--- src/rtl/spec_rob_pkg.sv ---
package spec_rob_pkg;
  typedef enum logic [1:0] {
    KIND_ALU    = 2'd0,
    KIND_STORE  = 2'd1,
    KIND_BRANCH = 2'd2
  } rob_kind_e;
endpackage

--- src/rtl/spec_rob_ptrs.sv ---
// Head/tail/occupancy control. DEPTH must be a power of two.
module spec_rob_ptrs #(
  parameter int unsigned DEPTH = 8,
  localparam int unsigned TAG_W = $clog2(DEPTH),
  localparam int unsigned CNT_W = $clog2(DEPTH + 1)
) (
  input  logic             clk_i,
  input  logic             rst_ni,
  input  logic             push_i,
  input  logic             pop_i,
  input  logic             flush_i,
  output logic [TAG_W-1:0] head_o,
  output logic [TAG_W-1:0] tail_o,
  output logic             full_o,
  output logic             empty_o
);
  logic [CNT_W-1:0] count_q;

  always_ff @(posedge clk_i or negedge rst_ni) begin
    if (!rst_ni) begin
      head_o  <= '0;
      tail_o  <= '0;
      count_q <= '0;
    end else if (flush_i) begin
      // flush coincides with the branch retiring: restart just past it
      head_o  <= head_o + 1'b1;
      tail_o  <= head_o + 1'b1;
      count_q <= '0;
    end else begin
      if (push_i) tail_o <= tail_o + 1'b1;
      if (pop_i)  head_o <= head_o + 1'b1;
      count_q <= count_q + CNT_W'(push_i) - CNT_W'(pop_i);
    end
  end

  assign full_o  = (count_q == CNT_W'(DEPTH));
  assign empty_o = (count_q == '0);

  a_r2_no_overflow: assert property (@(posedge clk_i) disable iff (!rst_ni)
    count_q <= CNT_W'(DEPTH));
  a_r2_push_gated: assert property (@(posedge clk_i) disable iff (!rst_ni)
    push_i |-> !full_o);
  a_r3_pop_gated: assert property (@(posedge clk_i) disable iff (!rst_ni)
    pop_i |-> !empty_o);
  a_r1_tail_step: assert property (@(posedge clk_i) disable iff (!rst_ni)
    (push_i && !flush_i) |=> tail_o == TAG_W'($past(tail_o) + 1'b1));
  a_r9_flush_empties: assert property (@(posedge clk_i) disable iff (!rst_ni)
    flush_i |=> (empty_o && head_o == tail_o));
endmodule

--- src/rtl/spec_rob_slot.sv ---
module spec_rob_slot
  import spec_rob_pkg::*;
#(
  parameter int unsigned REG_W  = 5,
  parameter int unsigned ADDR_W = 16,
  parameter int unsigned DATA_W = 16
) (
  input  logic              clk_i,
  input  logic              rst_ni,
  input  logic              alloc_i,
  input  rob_kind_e         kind_i,
  input  logic [REG_W-1:0]  dest_i,
  input  logic [ADDR_W-1:0] addr_i,
  input  logic              res_hit_i,
  input  logic [DATA_W-1:0] res_value_i,
  input  logic              res_mispred_i,
  input  logic              retire_i,
  input  logic              kill_i,
  output logic              valid_o,
  output logic              done_o,
  output logic              mispred_o,
  output rob_kind_e         kind_o,
  output logic [REG_W-1:0]  dest_o,
  output logic [ADDR_W-1:0] addr_o,
  output logic [DATA_W-1:0] value_o
);
  always_ff @(posedge clk_i or negedge rst_ni) begin
    if (!rst_ni) begin
      valid_o   <= 1'b0;
      done_o    <= 1'b0;
      mispred_o <= 1'b0;
      kind_o    <= KIND_ALU;
      dest_o    <= '0;
      addr_o    <= '0;
      value_o   <= '0;
    end else if (kill_i) begin
      valid_o <= 1'b0;
      done_o  <= 1'b0;
    end else if (alloc_i) begin
      valid_o   <= 1'b1;
      done_o    <= 1'b0;
      mispred_o <= 1'b0;
      kind_o    <= kind_i;
      dest_o    <= dest_i;
      addr_o    <= addr_i;
    end else begin
      if (retire_i) begin
        valid_o <= 1'b0;
        done_o  <= 1'b0;
      end else if (res_hit_i) begin
        done_o    <= 1'b1;
        value_o   <= res_value_i;
        mispred_o <= res_mispred_i;
      end
    end
  end

  a_r4_retire_complete: assert property (@(posedge clk_i) disable iff (!rst_ni)
    retire_i |-> (valid_o && done_o));
  a_r10_hit_needs_valid: assert property (@(posedge clk_i) disable iff (!rst_ni)
    res_hit_i |-> valid_o);
endmodule

--- src/rtl/spec_rob.sv ---
module spec_rob
  import spec_rob_pkg::*;
#(
  parameter int unsigned DEPTH  = 8,
  parameter int unsigned REG_W  = 5,
  parameter int unsigned ADDR_W = 16,
  parameter int unsigned DATA_W = 16,
  localparam int unsigned TAG_W = $clog2(DEPTH)
) (
  input  logic              clk_i,
  input  logic              rst_ni,
  input  logic              disp_valid_i,
  input  logic [1:0]        disp_kind_i,
  input  logic [REG_W-1:0]  disp_dest_i,
  input  logic [ADDR_W-1:0] disp_addr_i,
  output logic [TAG_W-1:0]  disp_tag_o,
  output logic              full_o,
  output logic              empty_o,
  input  logic              res_valid_i,
  input  logic [TAG_W-1:0]  res_tag_i,
  input  logic [DATA_W-1:0] res_value_i,
  input  logic              res_mispred_i,
  output logic              reg_we_o,
  output logic [REG_W-1:0]  reg_dest_o,
  output logic [DATA_W-1:0] reg_value_o,
  output logic              st_valid_o,
  output logic [ADDR_W-1:0] st_addr_o,
  output logic [DATA_W-1:0] st_data_o,
  output logic              flush_o
);
  logic [TAG_W-1:0]  head, tail;
  logic              push, pop, flush;
  logic [DEPTH-1:0]  s_valid, s_done, s_mispred;
  rob_kind_e         s_kind  [DEPTH];
  logic [REG_W-1:0]  s_dest  [DEPTH];
  logic [ADDR_W-1:0] s_addr  [DEPTH];
  logic [DATA_W-1:0] s_value [DEPTH];

  assign pop   = !empty_o && s_done[head];
  assign flush = pop && (s_kind[head] == KIND_BRANCH) && s_mispred[head];
  assign push  = disp_valid_i && !full_o && !flush;

  spec_rob_ptrs #(.DEPTH(DEPTH)) u_ptrs (
    .clk_i, .rst_ni,
    .push_i(push), .pop_i(pop), .flush_i(flush),
    .head_o(head), .tail_o(tail), .full_o, .empty_o
  );

  for (genvar i = 0; i < DEPTH; i++) begin : g_slot
    spec_rob_slot #(.REG_W(REG_W), .ADDR_W(ADDR_W), .DATA_W(DATA_W)) u_slot (
      .clk_i, .rst_ni,
      .alloc_i      (push && tail == TAG_W'(i)),
      .kind_i       (rob_kind_e'(disp_kind_i)),
      .dest_i       (disp_dest_i),
      .addr_i       (disp_addr_i),
      .res_hit_i    (res_valid_i && res_tag_i == TAG_W'(i) && s_valid[i]),
      .res_value_i  (res_value_i),
      .res_mispred_i(res_mispred_i),
      .retire_i     (pop && head == TAG_W'(i)),
      .kill_i       (flush),
      .valid_o      (s_valid[i]),
      .done_o       (s_done[i]),
      .mispred_o    (s_mispred[i]),
      .kind_o       (s_kind[i]),
      .dest_o       (s_dest[i]),
      .addr_o       (s_addr[i]),
      .value_o      (s_value[i])
    );
  end

  assign disp_tag_o  = tail;
  assign reg_we_o    = pop && (s_kind[head] == KIND_ALU);
  assign reg_dest_o  = s_dest[head];
  assign reg_value_o = s_value[head];
  assign st_valid_o  = pop && (s_kind[head] == KIND_STORE);
  assign st_addr_o   = s_addr[head];
  assign st_data_o   = s_value[head];
  assign flush_o     = flush;

  a_r3_empty_quiet: assert property (@(posedge clk_i) disable iff (!rst_ni)
    empty_o |-> !(reg_we_o || st_valid_o || flush_o));
  a_r4_single_retire: assert property (@(posedge clk_i) disable iff (!rst_ni)
    $onehot0({reg_we_o, st_valid_o, flush_o}));
  a_r5_head_occupied: assert property (@(posedge clk_i) disable iff (!rst_ni)
    !empty_o |-> s_valid[head]);
  a_r11_flush_drops: assert property (@(posedge clk_i) disable iff (!rst_ni)
    flush_o |=> empty_o);
endmodule

--- config.mk ---
export PLATFORM = sky130hd
export DESIGN_NAME = spec_rob
export DESIGN_NICKNAME = d
export VERILOG_FILES = /design/src/rtl/spec_rob_pkg.sv /design/src/rtl/spec_rob_ptrs.sv /design/src/rtl/spec_rob_slot.sv /design/src/rtl/spec_rob.sv
export SDC_FILE = /design/constraint.sdc
export NUM_CORES = 1
export LEC_CHECK = 0
export ABC_AREA = 1
export BUFFER_PORTS_ARGS = -buffer_cell sky130_fd_sc_hd__buf_2
export CAP_MARGIN = 20
export CORE_UTILIZATION = 30
export CTS_BUF_LIST = sky130_fd_sc_hd__clkbuf_16
export DETAILED_ROUTE_END_ITERATION = 10
export GPL_TIMING_DRIVEN = 0
export PLACE_DENSITY_LB_ADDON = 0.1
export SYNTH_ARGS = -nofsm -noshare
export SYNTH_HDL_FRONTEND = slang
export SYNTH_SLANG_ARGS = --single-unit
--- constraint.sdc ---
create_clock -name clk_i -period 2.3 [get_ports clk_i]
set_clock_uncertainty 0.1 [all_clocks]
set_input_delay 0.115 -clock clk_i [delete_from_list [all_inputs] [get_ports clk_i]]
set_output_delay 0.115 -clock clk_i [all_outputs]
set_load 0.05 [all_outputs]
==> results_dict.tcl <==
set metrics [dict create \
    status "complete, but fails checks" \
    violations "negative setup slack" \
    swShare_pct 46.6 \
    p_switching_mw 19.4 \
    synth_warnings 0 \
    area_growth_pct 36.6 \
    avgSynthCellArea_um2 8.03 \
    num_rows 86 \
    clock-sinks 346 \
    p_leak_nw 11.0 \
    vias 15500 \
    drt_iter0_drc 1248 \
    post-dp-hpwl_um 44700 \
    async_reset_ff_share_pct 100 \
    coreArea_um2 55200 \
    cts_max_path_buffers 3 \
    clkSlewWorstSetupHoldPaths_ns 0.06 \
    peakVddDrop_v 0.00139 \
    relSlewSlack_pct 50.1 \
    p_total_mw 41.5 \
    cap_violations 0 \
    die_y_um 239 \
    report.final.slew_viol_count 0 \
    seq_power_share_pct 25.4 \
    p_clk_share_pct 14.9 \
    antenna_found_initial 1 \
    hold_viol_final 0 \
    cts_tree "yes" \
    grtUsageTotal_pct 23.8 \
    die_area_um2 57000 \
    cp_max_fo 10 \
    power.internal_mw 22.2 \
    cp.arrival_ns 2.42 \
    start_util_pct 30.5 \
    cpPeakStageDelay_ns 0.45 \
    path_cells "clkinv_4 > clkbuf_4 > clkbuf_2 > buf_8 > a31oi_4 > buf_6 > buf_8" \
    antennaDiodeCount 0 \
    power.density_nw_per_um2 1810 \
    port_buffers 90 \
    wl_um 66900 \
    gp_congestion 0.844 \
    cts-root-buf "clkbuf_16" \
    period_share_pct 115 \
    overflow 0 \
    cts_made_buffers 43 \
    worstMarginPinSlew_ns 0.744 \
    synthCells 2094 \
    synthFlopType "dfrtp_1" \
    combPwrFrac_pct 59.8 \
    synth_edf_count 0 \
    netlist-cell-type-count 36 \
    crit_top_cell "buf_8" \
    netlist_area_um2 16800 \
    first_pass_iters 8 \
    yosysSeqAreaShare_pct 51.5 \
    setup.worst_path.end_class "primary output" \
    fmax_ghz 0.380 \
    rsz0062_at_grt "yes" \
    grt_pass1_wl_um 100000 \
    drive_gt1_share_pct 21.8 \
    grt_max_degree 106 \
    crit_buf_inv 6 \
    startpoint_type "flop" \
    post-place-ws_ns -1.55 \
    clk_latency_ns 0.56 \
    reg2reg_depth 14 \
    cts-htree-levels 2 \
    grt_pass1_vias 15400 \
    nNetsFinal 2402 \
    vias_per_cell 4.99 \
    ios 108 \
    worst_slack_ns -0.334 \
    hold_class "in -> async" \
    cpLargestDelayFamily "buffers and inverters" \
    synth-seq-cells 346 \
    postRouteAntennaNets 0 \
    slowest_stage "dfrtp_2" \
    syn_nets 2160 \
    wl_per_cell_um 21.5 \
    setup_viol 389 \
    path_class "reg -> out" \
    cp.required_ns 2.09 \
    drc 0 \
    cp.depth 7 \
    fp.dieW_um 239 \
    period_minus_slack_ns 2.63 \
]
-- state kept, by name, summed over array words and instances, names as in the netlist --
name and count:
g_slot.u_slot.addr_o 128, g_slot.u_slot.dest_o 40, g_slot.u_slot.done_o 8, g_slot.u_slot.kind_o 16, g_slot.u_slot.mispred_o 8, g_slot.u_slot.valid_o 8, g_slot.u_slot.value_o 128, u_ptrs.count_q 4
u_ptrs.head_o 3, u_ptrs.tail_o 3
-- power groups by stage --
stage          Clock (mW)  Combinational, mW  Sequential (mW)
4_1_cts              6.29               24.3             10.5
5_1_grt              6.53               26.6             10.9
6_report             6.18               24.8             10.5
2_1_floorplan           0               14.3             10.2
3_3_place_gp            0               19.4             10.4
3_5_place_dp            0               19.6             10.5
-- worst paths after layout --
| path | end | slack [ns] | start |
|---|---|---|---|
| worst min-delay path | g_slot[0].u_slot.valid_o$_DFFE_PN0P_ | 0.01 | rst_ni |
| worst min register to register | g_slot[6].u_slot.value_o[8]$_DFFE_PN0P_ | 0.37 | g_slot[6].u_slot.value_o[8]$_DFFE_PN0P_ |
| min in group clk_i | g_slot[5].u_slot.done_o$_DFFE_PN0P_ | 0.03 | res_tag_i[2] |
| worst max register to register | u_ptrs.count_q[1]$_DFF_PN0_ | -0.28 | u_ptrs.head_o[0]$_DFFE_PN0P_ |
| max in group asynchronous | g_slot[7].u_slot.addr_o[0]$_DFFE_PN0P_ | 0.65 | rst_ni |
| worst max-delay path | st_data_o[15] | -0.33 | u_ptrs.head_o[2]$_DFFE_PN0P_ |
-- cell families (layout without fill, tap and decap cells) --
kind of cell,Yosys count,in the layout,synth area share (%)
buffers and inverters,259,532,7.61
DFF,346,346,51.5
and+or+nand+nor,1041,1042,26.0
xor gates and xnor gates,3,3,0.156
AOI/OAI and AO/OA,426,426,13.3
adders and majority gates,19,19,1.46
-- Yosys cell counts, types with 2 or more instances --
master | count | share of area, %
o211ai_1 | 2 | 0.089
buf_6 | 9 | 0.60
inv_2 | 2 | 0.045
buf_4 | 51 | 2.3
ha_1 | 18 | 1.3
nand4_1 | 16 | 0.60
nand3_2 | 4 | 0.24
nand2_1 | 541 | 12
o21ai_1 | 85 | 2.5
o21ai_0 | 262 | 7.8
o22ai_1 | 37 | 1.4
a31oi_1 | 37 | 1.4
buf_2 | 37 | 1.1
dfrtp_1 | 346 | 52
nor3_1 | 14 | 0.42
nor2_1 | 287 | 6.4
nand2_2 | 7 | 0.26
clkbuf_1 | 70 | 1.6
xor2_1 | 2 | 0.10
nor2_4 | 9 | 0.60
nand3_1 | 148 | 4.4
nand2_4 | 9 | 0.60
a21oi_1 | 2 | 0.060
inv_1 | 83 | 1.9
buf_1 | 5 | 0.11
-- stage by stage --
stage	cells	hold slack, ns	TNS [ns]	instance area [µm²]	utilization, %
floorplan	2094	-0.281	-3.88	17300	-
global placement	2932	0.251	-2499.03	18700	33.8
detailed placement	2937	-0.0540	-282.84	18800	34.1
CTS	3106	0.00241	-87.94	22400	40.6
global route	3116	0.0407	-108.92	23000	41.6
finish	3116	0.0122	-68.16	23000	41.6
-- layer usage --
layer  part of all wire (%)  wire [µm]  GRT usage (%)
met5                      0          0              0
met4                    3.0       1990           8.39
met3                    5.0       3320           3.78
met2                     48      31800           38.8
met1                     45      29800           31.9
-- cells in the final DEF (no fill, tap or decap), types with 5 or more instances in the layout --
cell type      Yosys  routed
inv_1             83      89
o21ai_0          262     202
clkinv_2           1      11
buf_2             37      51
nor2_1           287     264
nand2_4            9       9
o22ai_2            0       5
nor3_1            14      13
buf_4             51      71
nand2_8            0       7
o21ai_2            0       7
clkbuf_4           0      12
clkbuf_8           0      20
clkbuf_2           0      13
ha_1              18      16
o22ai_1           37      32
nand3_2            4      13
buf_12             0      34
nand4_1           16      16
clkbuf_1          70       8
o21ai_1           85     135
buf_6              9      64
buf_16             0       5
buf_8              0      30
nor2_4             9      13
nor2_2             1      21
clkinv_1           1      13
a31oi_4            0      25
nand3_1          148     137
dlygate4sd3_1      0      43
nand2_2            7      11
clkbuf_16          0      60
nand2_1          541     530
a31oi_2            0      11
dfrtp_1          346     343
-- layout make-up --
cell class / instances / area [µm²]
sequential: 346 / 8660
clock inverter: 34 / 150
multi-input combinational: 1490 / 7710
buffer: 170 / 2070
fill: 5565 / 32200
tap: 748 / 936
clock buffer: 43 / 1080
timing repair buffer: 198 / 2020
inverter: 87 / 339
-- what timing repair did --
action                                 CTS  global route
hold buffers                            44             0
endpoints found under the hold margin  464             0
gates cloned                             7             1
setup buffers                           41            12
resized for setup                      467           135
setup endpoints to repair              402           399
pin swaps                               44            26
-- tightest hold or removal path, delay by kind of cell --
| kind | cells | cell delay (ns) |
|---|---|---|
| buffers and inverters | 3 | 0.92 |
No activity file was read; power rests on OpenSTA's default activity.
